### config.mk
export PLATFORM = sky130hd
export DESIGN_NAME = smbus_gpio_port
export DESIGN_NICKNAME = d
export VERILOG_FILES = /design/src/rtl/smbgp_pkg.sv /design/src/rtl/smbgp_window.sv /design/src/rtl/smbgp_sync.sv /design/src/rtl/smbgp_regs.sv /design/src/rtl/smbus_gpio_port.sv
export SDC_FILE = /design/constraint.sdc
export NUM_CORES = 1
export LEC_CHECK = 0
export BUFFER_PORTS_ARGS = -buffer_cell sky130_fd_sc_hd__buf_2
export CORE_AREA = 2 2 112 125
export CTS_CLUSTER_DIAMETER = 60
export DETAILED_ROUTE_END_ITERATION = 7
export DIE_AREA = 0 0 114 127
export GPL_ROUTABILITY_DRIVEN = 0
export PLACE_DENSITY = 0.76
export SETUP_SLACK_MARGIN = 0.4
export SYNTH_ARGS = -nofsm -noshare
export SYNTH_HDL_FRONTEND = slang
export SYNTH_SLANG_ARGS = --single-unit
### constraint.sdc
create_clock -name clk -period 3.9 [get_ports clk]
set_clock_uncertainty 0.1 [all_clocks]
set_input_delay 0.39 -clock clk [delete_from_list [all_inputs] [get_ports clk]]
set_output_delay 0.39 -clock clk [all_outputs]
set_load 0.005 [all_outputs]
### src/rtl/smbgp_pkg.sv
package smbgp_pkg;
   localparam logic [7:0]  CFG_BASE_REG = 8'h40;
   localparam logic [7:0]  CFG_MAP_REG  = 8'h44;
   localparam logic [31:0] MAP_KEY      = 32'h0000_0011;
   localparam logic [31:0] WIN_OFFSET   = 32'h0000_0038;

   typedef enum logic [1:0] {
      SEL_SENSE = 2'd0,
      SEL_OUT   = 2'd1,
      SEL_DIR   = 2'd2,
      SEL_SPARE = 2'd3
   } byte_sel_e;
endpackage

### src/rtl/smbgp_window.sv
module smbgp_window
   import smbgp_pkg::*;
#(
   parameter int ADDR_W = 32,
   parameter int SPAN_W = 3
) (
   input  logic              clk,
   input  logic              rst_n,
   input  logic              cfg_we,
   input  logic [7:0]        cfg_addr,
   input  logic [31:0]       cfg_wdata,
   input  logic [ADDR_W-1:0] io_addr,
   output logic              hit,
   output logic [SPAN_W-1:0] ofs
);
   logic [31:0]       base_q;
   logic [ADDR_W-1:0] win_q;
   logic              mapped_q;
   logic [ADDR_W-1:0] rel;

   always_ff @(posedge clk or negedge rst_n) begin
      if (!rst_n) begin
         base_q   <= '0;
         win_q    <= '0;
         mapped_q <= 1'b0;
      end else if (cfg_we) begin
         if (cfg_addr == CFG_BASE_REG) begin
            base_q <= cfg_wdata;
         end else if (cfg_addr == CFG_MAP_REG && cfg_wdata == MAP_KEY) begin
            win_q    <= ADDR_W'(base_q + WIN_OFFSET);
            mapped_q <= 1'b1;
         end
      end
   end

   assign rel = io_addr - win_q;
   assign hit = mapped_q && (rel[ADDR_W-1:SPAN_W] == '0);
   assign ofs = rel[SPAN_W-1:0];
endmodule

### src/rtl/smbgp_sync.sv
module smbgp_sync #(
   parameter int LINES  = 2,
   parameter int STAGES = 2
) (
   input  logic             clk,
   input  logic             rst_n,
   input  logic [LINES-1:0] din,
   output logic [LINES-1:0] dout
);
   logic [LINES-1:0] chain [STAGES];

   for (genvar s = 0; s < STAGES; s++) begin : g_stage
      always_ff @(posedge clk or negedge rst_n) begin
         if (!rst_n) begin
            chain[s] <= '1;
         end else if (s == 0) begin
            chain[s] <= din;
         end else begin
            chain[s] <= chain[(s == 0) ? 0 : s-1];
         end
      end
   end

   assign dout = chain[STAGES-1];
endmodule

### src/rtl/smbgp_regs.sv
module smbgp_regs
   import smbgp_pkg::*;
#(
   parameter int LINES  = 2,
   parameter int STAGES = 2
) (
   input  logic             clk,
   input  logic             rst_n,
   input  logic             wr_en,
   input  byte_sel_e        sel,
   input  logic [7:0]       wdata,
   input  logic [LINES-1:0] sensed,
   output logic [7:0]       sense_q,
   output logic [7:0]       out_q,
   output logic [7:0]       dir_q,
   output logic [7:0]       spare_q
);
   localparam int CAP_DLY = STAGES + 1;
   localparam int CNT_W   = $clog2(CAP_DLY + 1);

   logic [7:0]       cur;
   logic             eff;
   logic [CNT_W-1:0] cnt_q;

   always_comb begin
      unique case (sel)
         SEL_SENSE: cur = sense_q;
         SEL_OUT:   cur = out_q;
         SEL_DIR:   cur = dir_q;
         default:   cur = spare_q;
      endcase
   end

   assign eff = wr_en && (sel != SEL_SENSE) && (wdata != cur);

   always_ff @(posedge clk or negedge rst_n) begin
      if (!rst_n) begin
         out_q   <= '0;
         dir_q   <= '0;
         spare_q <= '0;
      end else if (eff) begin
         unique case (sel)
            SEL_OUT:   out_q   <= wdata;
            SEL_DIR:   dir_q   <= wdata;
            SEL_SPARE: spare_q <= wdata;
            default:   ;
         endcase
      end
   end

   always_ff @(posedge clk or negedge rst_n) begin
      if (!rst_n) begin
         cnt_q   <= '0;
         sense_q <= '0;
      end else if (eff) begin
         cnt_q <= CNT_W'(CAP_DLY);
      end else if (cnt_q != '0) begin
         cnt_q <= cnt_q - 1'b1;
         if (cnt_q == CNT_W'(1)) begin
            sense_q <= 8'(sensed);
         end
      end
   end
endmodule

### src/rtl/smbus_gpio_port.sv
module smbus_gpio_port
   import smbgp_pkg::*;
#(
   parameter int ADDR_W = 32,
   parameter int SPAN_W = 3,
   parameter int LINES  = 2,
   parameter int STAGES = 2
) (
   input  logic              clk,
   input  logic              rst_n,
   input  logic              cfg_we,
   input  logic [7:0]        cfg_addr,
   input  logic [31:0]       cfg_wdata,
   input  logic [ADDR_W-1:0] io_addr,
   input  logic              io_rd,
   input  logic              io_we,
   input  logic [7:0]        io_wdata,
   output logic [7:0]        io_rdata,
   output logic              io_hit,
   input  logic [LINES-1:0]  line_in,
   output logic [LINES-1:0]  line_oe
);
   if (ADDR_W <= SPAN_W || ADDR_W > 32) begin : g_bad_addr
      $error("ADDR_W must exceed SPAN_W and be at most 32");
   end
   if (SPAN_W < 3) begin : g_bad_span
      $error("SPAN_W must be at least 3");
   end
   if (LINES < 1 || LINES > 8) begin : g_bad_lines
      $error("LINES must be 1 to 8");
   end
   if (STAGES < 1) begin : g_bad_stages
      $error("STAGES must be at least 1");
   end

   logic              win_hit;
   logic [SPAN_W-1:0] win_ofs;
   logic              in_regs;
   logic [LINES-1:0]  sensed;
   logic [7:0]        sense_b, out_b, dir_b, spare_b;
   byte_sel_e         sel;

   smbgp_window #(.ADDR_W(ADDR_W), .SPAN_W(SPAN_W)) u_window (
      .clk(clk), .rst_n(rst_n), .cfg_we(cfg_we), .cfg_addr(cfg_addr),
      .cfg_wdata(cfg_wdata), .io_addr(io_addr), .hit(win_hit), .ofs(win_ofs)
   );

   smbgp_sync #(.LINES(LINES), .STAGES(STAGES)) u_sync (
      .clk(clk), .rst_n(rst_n), .din(line_in), .dout(sensed)
   );

   assign in_regs = win_ofs[SPAN_W-1:2] == '0;
   assign sel     = byte_sel_e'(win_ofs[1:0]);

   smbgp_regs #(.LINES(LINES), .STAGES(STAGES)) u_regs (
      .clk(clk), .rst_n(rst_n), .wr_en(io_we && win_hit && in_regs),
      .sel(sel), .wdata(io_wdata), .sensed(sensed),
      .sense_q(sense_b), .out_q(out_b), .dir_q(dir_b), .spare_q(spare_b)
   );

   always_comb begin
      io_rdata = 8'h00;
      if (io_rd && win_hit) begin
         if (!in_regs) begin
            io_rdata = 8'hFF;
         end else begin
            unique case (sel)
               SEL_SENSE: io_rdata = sense_b;
               SEL_OUT:   io_rdata = out_b;
               SEL_DIR:   io_rdata = dir_b;
               default:   io_rdata = spare_b;
            endcase
         end
      end
   end

   assign io_hit = win_hit;

   for (genvar i = 0; i < LINES; i++) begin : g_line
      assign line_oe[i] = dir_b[i] & ~out_b[i];
   end
endmodule

==> run_results.csv, run 1 <==
group,metric,value,unit
power,pwr_density_cell,296,mW/mm2
cts,clkLatencyLatePin,0.34,ns
flow_run,maxCapViolations,0,
hold_path,hp-start,"line_in[1]",
floorplanning,start_util,52.4,%
cts,cts_hold_buf,0,
worst_setup_path,r2r_start,"u_window.win_q[8]$_DFFE_PN0P_",
timing,rsz0062_at_grt,"true",
place,port-buffer-count,97,
global_route,antenna_found_initial,1,
power,p_clk_share,41.3,%
global_route,grt_pass1_vias,6042,
cts,clk_pin_slew,0.07,ns
worst_setup_path,crit_path_max_fanout,8,
global_route,use_met2,41.9,%
routing,viasPerCell,5.82,
worst_setup_path,reg2reg_setup_slack,0.15,ns
synthesis,synth_top_area_share,33.9,%
worst_setup_path,cp-startpoint,"u_window.win_q[8]$_DFFE_PN0P_",
synthesis,ys.flop_type,"dfrtp_1",
cells_and_area,antenna_cells,0,
synthesis,synth_area_leaders,"dfrtp_1 34%, mux2_2 9.7%, ha_1 6.2%",
global_route,grt_max_degree,82,
floorplanning,row_count,44,
cts,ctsLongestPathBuffers,2,
synthesis,syn_nets,891,
global_route,grt_pass1_wl,29000,um
synthesis,synth_edf_count,0,
timing,final.period_utilization,107,%
synthesis,synth_area,0.00687,mm2
routing,drc,0,
synthesis,ys_seq_elements,97,
timing,slew_headroom,33.0,%
place,post-dp-hpwl,13400,um
synthesis,yosysSeqAreaShare,35.4,%
timing,setup_viol,9,
floorplanning,die_h,127,um
worst_setup_path,r2r_cells,14,
synthesis,synth.avg_cell_area,8.93,um2
synthesis,syn_inst,769,
cells_and_area,layout-drive-gt1-share,33.3,%
worst_setup_path,crit_required,3.41,ns
floorplanning,die_x,114,um
synthesis,ys_top_cells_by_count,"93 x dfrtp_1, 85 x nand2_1, 59 x mux2_2, 59 x o21ai_0, 51 x a21oi_1",
routing,wl_per_cell,16.8,um
timing,max_slew.worst_pin.slew,1.00,ns
cts,cts-root-buf,"clkbuf_16",
routing,drt_iter0_markers,447,
cts,clock-sinks,97,
global_route,grt-ovfl-total,0,
cts,cts_tree,"done",
hold_path,min_to,"u_sync.chain[3]$_DFF_PN1_",
routing,num_vias,6246,
timing,final_max_slew_viol_count,0,
timing,layout_setup_ws,-0.279,ns
timing,fmax,239,MHz
routing,antenna_left,0,
global_route,top_usage_layer,"met2",
timing,fin_crit,4.18,ns
floorplanning,core,0.0131,mm2
power,ir_worst_vdd,0.000226,V
power,switching_share,25.8,%
routing,routed_wl,18100,um
worst_setup_path,start_kind,"register",
global_route,use_met3,3.80,%
place,placed_area,0.00778,mm2
floorplanning,die-area,0.0145,mm2
synthesis,yosysWarnings,0,
worst_setup_path,worstSetupPathType,"reg2out",
cells_and_area,area_delta_synth_final,25.4,%
worst_setup_path,critPathArrivalTime,3.69,ns
timing,hold_viol,0,
cells_and_area,final_nets,1029,
outcome,violations,"setup timing",
synthesis,synth_largest_area_cell,"dfrtp_1",
power,comb_power_share,17.6,%
cts,cts-htree-levels,3,
hold_path,hold_depth,1,
global_route,grtUsageMet1,32.8,%
floorplanning,ios,98,
global_route,track_usage,25.1,%
worst_setup_path,crit_path_end_kind,"primary output",
routing,drtPass1Iterations,5,
outcome,status,"finished with violations",
cts,cts_buffers,9,
worst_setup_path,reg2reg_to,"u_regs.out_q[6]$_DFFE_PN0P_",
power,leakage,3.83,nW
cells_and_area,finish.utilization,65.7,%
synthesis,synth.distinct_cells,69,
power,seq_power_share,41.1,%
synthesis,synthArstFlopShare,100,%
power,p_switching,657,uW
synthesis,synth.most_common_cell,"dfrtp_1",
hold_path,hp-class,"in2reg",
cells_and_area,final_area,0.00861,mm2
power,power.internal,1.89,mW
==> state kept, by name, indices dropped and copies added, names as in the netlist <==
signal and count:
u_regs.out_q 8, u_sync.dout 2, u_regs.sense_q 2, u_regs.spare_q 8, u_window.base_q 32, u_sync.chain 2, u_window.mapped_q 1, u_window.win_q 32
u_regs.cnt_q 2, u_regs.dir_q 8
==> metrics by stage <==
| stage | total power [mW] | setup WS, ns | hold slack [ns] | std cells | TNS, ns |
|---|---|---|---|---|---|
| 6_report | 2.55 | -0.279 | 0.0364 | 1073 | -1.96 |
| 2_1_floorplan | 1.30 | 0.371 | -0.00559 | 769 | 0 |
| 3_5_place_dp | 1.46 | 0.0369 | 0.247 | 1038 | 0 |
| 4_1_cts | 2.53 | 0.0254 | 0.0315 | 1064 | 0 |
| 3_3_place_gp | 1.45 | 0.0897 | 0.246 | 1038 | 0 |
| 5_1_grt | 2.66 | -0.389 | 0.0291 | 1073 | -2.96 |
==> worst max-delay path by stage <==
stage | endpoint | cells after the start
floorplan | u_regs.dir_q[0]$_DFFE_PN0P_ | 11
global placement | io_rdata[3] | 14
detailed placement | u_regs.spare_q[1]$_DFFE_PN0P_ | 15
CTS | io_rdata[1] | 14
global route | io_rdata[1] | 13
finish | io_rdata[1] | 13
==> timing repair <==
action                                 in CTS  in global routing
setup buffers                              10                  9
resized for setup                          30                 42
endpoints found under the hold margin       0                  0
setup endpoints to repair                  35                 35
pin swaps                                  18                 13
==> critical path, stage by stage (launching register included) <==
cell and delay (ns):
dfrtp_1 0.40, inv_2 0.07, ha_4 0.28, nand2_4 0.05, or4_4 0.51, o211a_1 0.26
a2111o_1 0.43, nor4_2 0.29, nand4_1 0.18, nor3_2 0.30, nand3_1 0.15, buf_6 0.17
a21oi_2 0.13, buf_2 0.13
==> cell type report <==
| cell class | count | area [um2] |
|---|---|---|
| Multi-Input combinational cell | 597 | 4470 |
| Fill cell | 1030 | 4490 |
| Sequential cell | 97 | 2430 |
| Inverter | 46 | 173 |
| Clock buffer | 11 | 253 |
| Tap cell | 161 | 201 |
| Timing Repair Buffer | 156 | 968 |
| Clock inverter | 5 | 108 |
==> per-layer routing <==
layer / vias to the layer above / routed length, um
li1: 3050 / -
met1: 2906 / 7710
met2: 226 / 8560
met3: 64 / 1030
met4: 0 / 781
met5: - / 0
==> power groups by stage <==
stage / clock [mW] / combinational [mW] / sequential [mW]
after floorplan: 0 / 0.238 / 1.06
after global placement: 0 / 0.388 / 1.07
after detailed placement: 0 / 0.393 / 1.07
after CTS: 1.07 / 0.416 / 1.05
after global routing: 1.12 / 0.492 / 1.05
final: 1.05 / 0.448 / 1.05
==> cell usage in the layout, fill, tap and decap left out, types with 4 or more instances in the layout <==
master	n
buf_2	95
dfrtp_1	93
nand2_1	84
mux2_2	56
buf_4	54
o21ai_0	51
nor2_1	45
a21oi_1	42
inv_1	40
xor2_1	32
nand4_1	27
xnor2_1	25
ha_1	22
nand3_1	19
nor3_1	14
o21a_1	10
ha_4	10
nor4_1	9
and3_1	9
a21oi_2	9
clkbuf_16	9
nor2b_1	8
mux2i_1	8
o211ai_1	8
o21ai_1	7
nand2b_1	6
inv_2	6
a21o_1	6
buf_6	6
a31oi_1	4
nor3_2	4
dfstp_2	4
==> cells by family (layout without fill, tap and decap cells) <==
kind of cell | count (synthesis) | count (layout) | share of synthesized area (%)
multiplexers | 69 | 69 | 11.5
XOR/XNOR | 57 | 57 | 7.27
flip-flops | 97 | 97 | 35.4
AO/OA/AOI/OAI | 177 | 177 | 15.8
buffers and inverters | 75 | 218 | 4.46
adder cells (fa/ha/maj) | 35 | 35 | 6.49
AND/OR/NAND/NOR | 259 | 259 | 19.0
No activity file was read; power rests on OpenSTA's default activity.
==> inputs of run 2 (changes only) <==
--- a/config.mk
+++ b/config.mk
@@ -11,8 +11,9 @@
 export DETAILED_ROUTE_END_ITERATION = 7
 export DIE_AREA = 0 0 114 127
 export GPL_ROUTABILITY_DRIVEN = 0
+export MAX_ROUTING_LAYER = met4
 export PLACE_DENSITY = 0.76
-export SETUP_SLACK_MARGIN = 0.4
+export SETUP_SLACK_MARGIN = 0.15
 export SYNTH_ARGS = -nofsm -noshare
 export SYNTH_HDL_FRONTEND = slang
 export SYNTH_SLANG_ARGS = --single-unit
==> run 2 against run 1 <==
Net effect:
- the run still ends with setup timing left
- power decreased by 6.0%
- register-to-register slack got worse by 0.10 ns
- design area decreased by 0.60%
- sequential share of layout area increased by 0.17 points
- final cell count increased by 0.47%
- critical path type unchanged
- largest cell class unchanged
- highest routed layer unchanged
==> run_results.csv, run 2 (synthesis results as in run 1) <==
group,metric,value,unit
worst_setup_path,cp_cell_sequence,"inv_2, ha_4, nand2_2, or4_4, o211a_4, a2111o_1, nor4_2, nand4_1, nor3_4, nand3_4, a21oi_2, buf_2",
worst_setup_path,slowest_delay,0.54,ns
cells_and_area,register_area,0.00243,mm2
floorplanning,row_count,44,
worst_setup_path,reg2reg_setup_slack,0.05,ns
timing,final_max_slew_viol_count,0,
worst_setup_path,reg2reg_to,"u_regs.sense_q[1]$_DFFE_PN0P_",
cts,cts_hold_buf,0,
global_route,track_usage,25.8,%
routing,antenna_left,0,
global_route,grt_pass1_wl,29200,um
cells_and_area,final_nets,1034,
cells_and_area,multi_input_area,0.00447,mm2
timing,max_slew.worst_pin.slew,0.903,ns
cts,cts_tree,"done",
worst_setup_path,cp_slowest_cell,"or4_4",
power,power,2.40,mW
worst_setup_path,crit_required,3.41,ns
timing,rsz0062_at_grt,"true",
timing,setup_viol,8,
timing,tns,-0.573,ns
cells_and_area,area_delta_synth_final,24.6,%
worst_setup_path,critPathArrivalTime,3.51,ns
cts,cts-htree-levels,3,
cells_and_area,antenna_cells,0,
routing,wl_per_cell,16.6,um
worst_setup_path,crit_path_max_fanout,8,
cells_and_area,largestRegisters,"u_window.base_q x32, u_window.win_q x32",
place,post-place-cells,1051,
cells_and_area,final_common_cell,"buf_2",
routing,drc,0,
worst_setup_path,start_kind,"register",
global_route,antenna_found_initial,0,
power,pwr_density_cell,280,mW/mm2
outcome,violations,"setup timing",
global_route,grt_max_degree,73,
routing,viasPerCell,5.82,
cts,cts-root-buf,"clkbuf_16",
worst_setup_path,crit_path_end_kind,"primary output",
cells_and_area,layout_common_cells,"96 x buf_2, 93 x dfrtp_1, 84 x nand2_1",
hold_path,hp-class,"in2async",
cells_and_area,finish.utilization,65.3,%
routing,drt_iter0_markers,328,
timing,layout_setup_ws,-0.103,ns
timing,final.period_utilization,103,%
global_route,grt-ovfl-total,0,
worst_setup_path,worst-path-buf-inv,2,
cells_and_area,final_cells,1078,
floorplanning,start_util,52.4,%
cts,clkLatencyLatePin,0.34,ns
floorplanning,die-area,0.0145,mm2
flow_run,maxCapViolations,0,
routing,drtPass1Iterations,5,
floorplanning,core,0.0131,mm2
outcome,status,"finished with violations",
worst_setup_path,worstSetupPathType,"reg2out",
timing,whs,0.0452,ns
global_route,grt_pass1_vias,6063,
cells_and_area,fillers,1086,
power,leakage,3.80,nW
cells_and_area,layout-drive-gt1-share,33.8,%
cts,clk_pin_slew,0.07,ns
timing,slew_headroom,39.8,%
worst_setup_path,r2r_start,"u_window.win_q[0]$_DFFE_PN0P_",
routing,num_vias,6277,
cts,cts_buffers,9,
worst_setup_path,r2r_cells,17,
worst_setup_path,cp_top_family,"simple AND/OR/NAND/NOR gates",
routing,routed_wl,17900,um
cts,clock-sinks,97,
floorplanning,die_x,114,um
power,ir_worst_vdd,0.000266,V
timing,fin_crit,4.00,ns
floorplanning,ios,98,
place,port-buffer-count,97,
timing,fmax,250,MHz
place,post-dp-hpwl,13400,um
timing,hold_viol,0,
cts,ctsLongestPathBuffers,2,
floorplanning,die_h,127,um
-- run 2: cell count changes in the layout (fill, tap and decap cells not counted), sizes merged --
cell / before / now
clkinvlp: 0 / 2
clkbuf: 11 / 10
bufinv: 3 / 1
buf: 156 / 161
clkinv: 0 / 1
-- run 2: layer usage --
metal  track usage (%)  share of wire [%]  wire (um)
met1              33.5                 43       7690
met2              40.5                 48       8500
met3              3.27                5.5        990
met4              11.6                3.9        702
met5                 -                  0          0
-- run 2: per-stage QoR --
| step | area, um2 | worst slack (ns) |
|---|---|---|
| after CTS | 8400 | 0.00128 |
| after global placement | 7820 | -0.0887 |
| final | 8560 | -0.103 |
| after detailed placement | 7820 | -0.154 |
| after global routing | 8560 | -0.199 |
| after floorplan | 6870 | 0.205 |
-- run 2: what timing repair did --
item                                    CTS  global route
buffers inserted                          7             4
pin swaps                                19            16
gates resized for setup                  45            31
endpoints found under the setup margin   33            35
-- run 2: worst max path at each step --
stage / startpoint / endpoint / slack, ns / cells after the start
final: u_window.win_q[8]$_DFFE_PN0P_ / io_rdata[0] / -0.10 / 12
after global placement: io_addr[0] / u_regs.dir_q[1]$_DFFE_PN0P_ / -0.09 / 15
after global routing: u_window.win_q[2]$_DFFE_PN0P_ / io_rdata[0] / -0.20 / 14
after detailed placement: io_addr[0] / io_rdata[0] / -0.15 / 15
after floorplan: io_addr[0] / u_regs.dir_q[0]$_DFFE_PN0P_ / 0.21 / 13
after CTS: u_window.win_q[11]$_DFFE_PN0P_ / io_rdata[0] / 0.001 / 12
-- run 2: power breakdown --
part | leakage, nW | internal [mW] | switching [mW] | total (mW)
Sequential | 1.31 | 1.03 | 0.0208 | 1.05
Combinational | 2.35 | 0.200 | 0.251 | 0.450
Clock | 0.141 | 0.505 | 0.393 | 0.898
Total | 3.80 | 1.73 | 0.664 | 2.40
-- run 2: layout make-up --
type,count,share of cell area [%]
Clock inverter,6,0.863
Tap cell,161,2.35
Clock buffer,10,2.68
Multi-Input combinational cell,597,52.2
Sequential cell,97,28.4
Inverter,46,2.02
Timing Repair Buffer,161,11.4
